$ cat config.mk
export PLATFORM = sky130hd
export DESIGN_NAME = clkctl_smbus_slave
export DESIGN_NICKNAME = d
export VERILOG_FILES = /design/src/rtl/clkctl_pkg.sv /design/src/rtl/clkctl_dp.sv /design/src/rtl/clkctl_ctrl.sv /design/src/rtl/clkctl_smbus_slave.sv
export SDC_FILE = /design/constraint.sdc
export NUM_CORES = 1
export LEC_CHECK = 0
export CELL_PAD_IN_SITES_DETAIL_PLACEMENT = 0
export CELL_PAD_IN_SITES_GLOBAL_PLACEMENT = 1
export CORE_MARGIN = 1
export CORE_UTILIZATION = 56
export CTS_CLUSTER_SIZE = 40
export DETAILED_ROUTE_END_ITERATION = 16
export DONT_BUFFER_PORTS = 1
export PLACE_DENSITY = 0.84
export SLEW_MARGIN = 25
export SYNTH_ARGS = -nofsm -noshare
export SYNTH_HDL_FRONTEND = slang
export SYNTH_HIERARCHICAL = 1
export SYNTH_SLANG_ARGS = --single-unit
$ cat constraint.sdc
create_clock -name clk -period 5.1 [get_ports clk]
set_input_delay 0.255 -clock clk [delete_from_list [all_inputs] [get_ports clk]]
set_output_delay 0.255 -clock clk [all_outputs]
set_load 0.1 [all_outputs]
$ cat src/rtl/clkctl_pkg.sv
package clkctl_pkg;
  localparam int unsigned NUM_REGS = 7;
  localparam int unsigned IDX_W    = $clog2(NUM_REGS + 1);
  localparam int unsigned BYTE_W   = $clog2(NUM_REGS + 3);
  localparam int unsigned NUM_OUT  = 10;
  localparam int unsigned LOCK_REG = 5;
  localparam logic [7:0]  LOCK_MASK = 8'hE0;

  // strobes from control to datapath
  typedef struct packed {
    logic             shiftIn;
    logic             regWr;
    logic [IDX_W-1:0] regIdx;
    logic             txLoad;
    logic [IDX_W-1:0] txSel;   // 0 selects the count byte
    logic             txShift;
  } dpCtl_t;

  // bus events and data from datapath to control
  typedef struct packed {
    logic       sclRise;
    logic       sclFall;
    logic       sclHigh;
    logic       sdaBit;
    logic       startDet;
    logic       stopDet;
    logic       txBit;
    logic [7:0] rxByte;
  } busEvt_t;

  function automatic int unsigned enReg(input int unsigned o);
    return (o >= 5 && o <= 8) ? 5 : 6;
  endfunction

  function automatic int unsigned enBit(input int unsigned o);
    if (o <= 4) return 7 - o;
    else if (o == 9) return 2;
    else return o - 4;
  endfunction
endpackage

$ cat src/rtl/clkctl_dp.sv
module clkctl_dp
  import clkctl_pkg::*;
(
  input  logic               clk,
  input  logic               rstN,
  input  logic               sclIn,
  input  logic               sdaIn,
  input  dpCtl_t             ctl,
  output busEvt_t            ev,
  output logic [NUM_OUT-1:0] clkEn
);
  logic [1:0] sclSync, sdaSync;
  logic       sclPrev, sdaPrev;
  logic       sclS, sdaS;
  logic [7:0] rxShift, txShift, txSrc;
  logic [NUM_REGS-1:0][7:0] regFile;

  always_ff @(posedge clk or negedge rstN) begin
    if (!rstN) begin
      sclSync <= 2'b11;
      sdaSync <= 2'b11;
      sclPrev <= 1'b1;
      sdaPrev <= 1'b1;
    end else begin
      sclSync <= {sclSync[0], sclIn};
      sdaSync <= {sdaSync[0], sdaIn};
      sclPrev <= sclSync[1];
      sdaPrev <= sdaSync[1];
    end
  end

  assign sclS = sclSync[1];
  assign sdaS = sdaSync[1];

  always_comb begin
    ev          = '0;
    ev.sclRise  = sclS & ~sclPrev;
    ev.sclFall  = ~sclS & sclPrev;
    ev.sclHigh  = sclS;
    ev.sdaBit   = sdaS;
    ev.startDet = sclS & sclPrev & sdaPrev & ~sdaS;
    ev.stopDet  = sclS & sclPrev & ~sdaPrev & sdaS;
    ev.txBit    = txShift[7];
    ev.rxByte   = rxShift;
  end

  always_ff @(posedge clk or negedge rstN) begin
    if (!rstN) rxShift <= 8'h00;
    else if (ctl.shiftIn) rxShift <= {rxShift[6:0], sdaS};
  end

  // register file, locked bits keep their value
  always_ff @(posedge clk or negedge rstN) begin
    if (!rstN) begin
      regFile <= '1;
    end else if (ctl.regWr) begin
      for (int r = 0; r < NUM_REGS; r++) begin
        if (ctl.regIdx == IDX_W'(r)) begin
          if (r == LOCK_REG)
            regFile[r] <= (rxShift & ~LOCK_MASK) | (regFile[r] & LOCK_MASK);
          else
            regFile[r] <= rxShift;
        end
      end
    end
  end

  always_comb begin
    txSrc = 8'(NUM_REGS);
    for (int r = 0; r < NUM_REGS; r++)
      if (ctl.txSel == IDX_W'(r + 1)) txSrc = regFile[r];
  end

  always_ff @(posedge clk or negedge rstN) begin
    if (!rstN) txShift <= 8'hFF;
    else if (ctl.txLoad) txShift <= txSrc;
    else if (ctl.txShift) txShift <= {txShift[6:0], 1'b1};
  end

  for (genvar o = 0; o < NUM_OUT; o++) begin : g_en
    assign clkEn[o] = regFile[enReg(o)][enBit(o)];
  end

  p_lock_bits_r10: assert property (@(posedge clk) disable iff (!rstN)
    (ctl.regWr && ctl.regIdx == IDX_W'(LOCK_REG))
      |=> ((regFile[LOCK_REG] & LOCK_MASK) == ($past(regFile[LOCK_REG]) & LOCK_MASK)));
endmodule

$ cat src/rtl/clkctl_ctrl.sv
module clkctl_ctrl
  import clkctl_pkg::*;
#(
  parameter logic [6:0] DEV_ADDR = 7'h6A
) (
  input  logic    clk,
  input  logic    rstN,
  input  busEvt_t ev,
  output dpCtl_t  ctl,
  output logic    sdaOe
);
  typedef enum logic [2:0] {S_IDLE, S_ADDR, S_ACK, S_RX, S_TX, S_MACK, S_WAIT} state_t;

  state_t            state;
  logic [3:0]        bitCnt;
  logic [BYTE_W-1:0] byteNum;
  logic [IDX_W-1:0]  txIdx;
  logic              readMode, ackOe, hostAck;
  logic              busEvt, addrOk, byteDone, roomLeft;

  assign busEvt   = ev.startDet | ev.stopDet;
  assign addrOk   = (ev.rxByte[7:1] == DEV_ADDR);
  assign byteDone = ev.sclFall && bitCnt == 4'd8;
  assign roomLeft = byteNum <= BYTE_W'(NUM_REGS + 1);

  always_comb begin
    ctl        = '0;
    ctl.regIdx = IDX_W'(byteNum - BYTE_W'(2));
    ctl.txSel  = txIdx;
    if (!busEvt) begin
      if ((state == S_ADDR || state == S_RX) && ev.sclRise && bitCnt < 4'd8)
        ctl.shiftIn = 1'b1;
      if (state == S_RX && byteDone && byteNum >= BYTE_W'(2) && roomLeft)
        ctl.regWr = 1'b1;
      if (state == S_ACK && ev.sclFall && readMode)
        ctl.txLoad = 1'b1;
      if (state == S_MACK && ev.sclFall && hostAck && txIdx < IDX_W'(NUM_REGS)) begin
        ctl.txLoad = 1'b1;
        ctl.txSel  = txIdx + IDX_W'(1);
      end
      if (state == S_TX && ev.sclFall && bitCnt < 4'd7)
        ctl.txShift = 1'b1;
    end
  end

  always_ff @(posedge clk or negedge rstN) begin
    if (!rstN) begin
      state    <= S_IDLE;
      bitCnt   <= '0;
      byteNum  <= '0;
      txIdx    <= '0;
      readMode <= 1'b0;
      ackOe    <= 1'b0;
      hostAck  <= 1'b0;
    end else if (ev.startDet) begin
      state   <= S_ADDR;
      bitCnt  <= '0;
      byteNum <= '0;
      txIdx   <= '0;
      ackOe   <= 1'b0;
    end else if (ev.stopDet) begin
      state <= S_IDLE;
      ackOe <= 1'b0;
    end else begin
      unique case (state)
        S_ADDR, S_RX: begin
          if (ev.sclRise && bitCnt < 4'd8) bitCnt <= bitCnt + 4'd1;
          if (byteDone) begin
            if (state == S_ADDR) begin
              if (addrOk) begin
                readMode <= ev.rxByte[0];
                ackOe    <= 1'b1;
                state    <= S_ACK;
              end else begin
                state <= S_WAIT;
              end
            end else if (roomLeft) begin
              byteNum <= byteNum + BYTE_W'(1);
              ackOe   <= 1'b1;
              state   <= S_ACK;
            end else begin
              state <= S_WAIT;
            end
          end
        end
        S_ACK: if (ev.sclFall) begin
          ackOe  <= 1'b0;
          bitCnt <= '0;
          state  <= readMode ? S_TX : S_RX;
        end
        S_TX: if (ev.sclFall) begin
          if (bitCnt == 4'd7) state <= S_MACK;
          else bitCnt <= bitCnt + 4'd1;
        end
        S_MACK: begin
          if (ev.sclRise) hostAck <= ~ev.sdaBit;
          if (ev.sclFall) begin
            if (hostAck && txIdx < IDX_W'(NUM_REGS)) begin
              txIdx  <= txIdx + IDX_W'(1);
              bitCnt <= '0;
              state  <= S_TX;
            end else begin
              state <= S_WAIT;
            end
          end
        end
        default: ;
      endcase
    end
  end

  assign sdaOe = ackOe | (state == S_TX && !ev.txBit);

  p_sda_hold_high_r6: assert property (@(posedge clk) disable iff (!rstN)
    (ev.sclHigh && $past(ev.sclHigh)) |-> $stable(sdaOe));
  p_write_acked_r4: assert property (@(posedge clk) disable iff (!rstN)
    ctl.regWr |=> sdaOe);
  p_foreign_nack_r2: assert property (@(posedge clk) disable iff (!rstN)
    (state == S_ADDR && byteDone && !busEvt && !addrOk) |=> !sdaOe);
  p_overflow_nack_r8: assert property (@(posedge clk) disable iff (!rstN)
    (state == S_RX && byteDone && !busEvt && !roomLeft) |=> !sdaOe);
  p_nack_release_r7: assert property (@(posedge clk) disable iff (!rstN)
    (state == S_MACK && ev.sclFall && !busEvt && !hostAck) |=> (state == S_WAIT && !sdaOe));
  p_restart_r11: assert property (@(posedge clk) disable iff (!rstN)
    ev.startDet |=> (state == S_ADDR && bitCnt == 4'd0));
endmodule

$ cat src/rtl/clkctl_smbus_slave.sv
module clkctl_smbus_slave
  import clkctl_pkg::*;
#(
  parameter logic [6:0] DEV_ADDR = 7'h6A
) (
  input  logic               clk,
  input  logic               rstN,
  input  logic               sclIn,
  input  logic               sdaIn,
  output logic               sdaOe,
  output logic [NUM_OUT-1:0] clkEn
);
  dpCtl_t  ctl;
  busEvt_t ev;

  clkctl_dp u_dp (
    .clk   (clk),
    .rstN  (rstN),
    .sclIn (sclIn),
    .sdaIn (sdaIn),
    .ctl   (ctl),
    .ev    (ev),
    .clkEn (clkEn)
  );

  clkctl_ctrl #(.DEV_ADDR(DEV_ADDR)) u_ctrl (
    .clk   (clk),
    .rstN  (rstN),
    .ev    (ev),
    .ctl   (ctl),
    .sdaOe (sdaOe)
  );
endmodule

==> qor.csv <==
stage;metric;value;unit
pwr;ir_drop;0.204;mV
clocking;htreeDepth;3;
clocking;post_cts_buffers;0;
finish;layout.nets;417;
routing;wl_met1;4810;um
global_routing;antenna_found_initial;0;
routing;viasPerCell;5.92;
timing;rsz0062_at_grt;false;
clocking;cts_buffer_depth;2;
clocking;cts_tree;done;
clocking;cts_buffers;9;
critical_path;rr_worst_depth;10;
pwr;p_switching;406;uW
critical_path;r2r_end;u_dp/txShift[3]$_DFFE_PN1P_;
finish;area_growth;5.42;%
critical_path;ff2ff_setup_slack;1.53;ns
finish;layout-drive-gt1-share;0.421;
floorplanning;rows;33;
floorplanning;die_y;95.0;um
finish;fillers;669;
timing;holdWs;0.358;ns
critical_path;cp.arrival;3.86;ns
routing;vias;3055;
routing;ant_nets;0;
critical_path;critPathCaptureType;register;
pwr;swShare;0.274;
routing;drtIter0Drc;221;
timing;setup-tns-final;0;ns
routing;wl_met2;4420;um
timing;final.min_clock_period;3.57;ns
hold_path;min_delay_path_depth;0;
critical_path;crit_fanout;27;
global_routing;grt_pass1_wl;15900;um
synthesis;syn_inst;421;
synthesis;syn_area;0.00485;mm^2
timing;fmax;280;MHz
hold_path;hp-start;u_dp/sdaSync[0]$_DFF_PN1_;
hold_path;hold_class;reg -> reg;
routing;drc_errors;0;
timing;maxSlewViolCount;0;
outcome;run_status;finished, final reports clean;
floorplanning;top_level_ports;15;
timing;final-setup-viol-count;0;
synthesis;yosys_warnings;6;
clocking;cts_sinks;92;
critical_path;reg2reg_from;u_dp/sclSync[1]$_DFF_PN1_;
critical_path;critPathLaunchType;register;
place;dpl.hpwl;6480;um
routing;met3_length;335;um
flow_run;drv_cap;0;
pwr;p_int;1080;uW
timing;skew;0.0128;ns
pwr;leakage;0.00209;uW
global_routing;grt_pass1_vias;3072;
pwr;powerDensity;291;mW/mm^2
routing;wl;9660;um
critical_path;worstPathRequired;5.39;ns
global_routing;grt_max_degree;93;
floorplanning;floorplan.initialDensity;0.584;
critical_path;criticalPathCategory;reg -> reg;
timing;worst_slew_margin_rel;0.262;
timing;post-route-period-util;0.700;
synthesis;syn_avg_cell_area;11.5;um^2
routing;dr.pass1.iters;5;
pwr;combPwrFrac;0.085;
timing;worst_slew_pin_slew;1.11;ns
clocking;clk_latency;0.36;ns
routing;top_layer_used;met4;
global_routing;grtUsageTotal;0.237;
synthesis;synth_fp_nets;432;
place;globalplace.congestion;0.839;
clocking;cts_root_buf;clkbuf_8;
routing;wl_per_cell;18.7;um
floorplanning;die-width;95.0;um
global_routing;gr-total-overflow;0;
finish;antenna_cells;0;
floorplanning;dieArea;0.00903;mm^2
place;io_buffers;0;
pwr;pwr-share-seq;0.583;
timing;finalHoldViolCount;0;
clocking;clk_pin_slew_worst_paths;0.08;ns
hold_path;hold_end;u_dp/sdaSync[1]$_DFF_PN1_;
floorplanning;coreArea;0.00830;mm^2
pwr;power_frac_clock;0.332;
==> worst max-delay path: stages (launching register included) <==
cell and delay [ns]:
dfstp_2 0.56, nand2_1 0.08, nor3b_1 0.71, nor2_1 0.25, nand2_1 0.19, or3_1 0.22, mux2_2 0.59, mux2_2 0.41
o221ai_1 0.17, o31ai_1 0.10, a31o_2 0.23
==> registers in the layout, summed over array words and instances, names as in the netlist <==
signal and cells:
u_ctrl/ackOe 1, u_dp/sdaPrev 1, u_ctrl/hostAck 1, u_ctrl/txIdx 3, u_dp/regFile 43, u_dp/sclPrev 1, u_ctrl/byteNum 4, u_dp/sclSync 2
u_ctrl/readMode 1, u_dp/clkEn 10, u_dp/sdaSync 2, u_ctrl/state 3, u_dp/rxShift 8, u_dp/txShift 8, u_ctrl/bitCnt 4
==> through the flow <==
stage	power (uW)	util	cells	instance area, um^2	worst slack (ns)
CTS	1510	0.615	516	5100	1.46
global route	1570	0.616	516	5110	1.25
finish	1490	0.616	516	5110	1.53
floorplan	939	-	421	4850	2.29
global placement	980	0.582	496	4830	1.61
detailed placement	986	0.583	496	4840	1.49
==> repair_timing <==
action                    in CTS  in global routing
resized for setup              0                  0
hold endpoints to repair      94                  0
hold buffers                   4                  0
==> power groups by stage <==
| stage | logic [uW] | registers (uW) | clock network (uW) |
|---|---|---|---|
| floorplan | 101 | 837 | 0 |
| global placement | 104 | 876 | 0 |
| detailed placement | 107 | 879 | 0 |
| CTS | 126 | 866 | 513 |
| global route | 142 | 880 | 542 |
| finish | 126 | 866 | 493 |
==> routing by layer <==
layer  up-vias  global-route usage
li1       1464                   -
met1      1529               0.354
met2        55               0.358
met3         7              0.0407
met4         0              0.0644
met5         -                   0
==> layout by cell type, fill, tap and decap left out, drive strengths merged, types with 8 or more instances in the layout <==
| master | instances |
|---|---|
| dfstp | 67 |
| mux2 | 66 |
| nand2 | 32 |
| nor2 | 31 |
| dfrtp | 25 |
| a21oi | 19 |
| inv | 12 |
| o21ai | 12 |
| mux2i | 11 |
| clkbuf | 11 |
| nand2b | 10 |
| nor3b | 9 |
| nand3 | 8 |
| nor2b | 8 |
==> cell type report <==
| type | instances | area [um^2] | area share |
|---|---|---|---|
| Multi-Input combinational cell | 283 | 2250 | 0.441 |
| Clock inverter | 5 | 62.6 | 0.0122 |
| Clock buffer | 11 | 141 | 0.0277 |
| Timing Repair Buffer | 8 | 87.6 | 0.0171 |
| Tap cell | 105 | 131 | 0.0257 |
| Sequential cell | 92 | 2390 | 0.467 |
| Inverter | 12 | 45.0 | 0.00882 |
==> worst max-delay path by stage <==
stage | from | endpoint | slack (ns) | cells after the start
CTS | u_dp/sclSync[1]$_DFF_PN1_ | u_dp/txShift[3]$_DFFE_PN1P_ | 1.46 | 10
finish | u_dp/sclSync[1]$_DFF_PN1_ | u_dp/txShift[3]$_DFFE_PN1P_ | 1.53 | 10
global placement | u_dp/sclSync[1]$_DFF_PN1_ | u_dp/txShift[4]$_DFFE_PN1P_ | 1.61 | 10
floorplan | u_dp/sclSync[1]$_DFF_PN1_ | u_dp/txShift[3]$_DFFE_PN1P_ | 2.29 | 11
detailed placement | u_dp/sclSync[1]$_DFF_PN1_ | u_dp/txShift[3]$_DFFE_PN1P_ | 1.49 | 10
global route | u_dp/sclSync[1]$_DFF_PN1_ | u_dp/txShift[4]$_DFFE_PN1P_ | 1.25 | 10
Power figures use the tool's default switching activity.
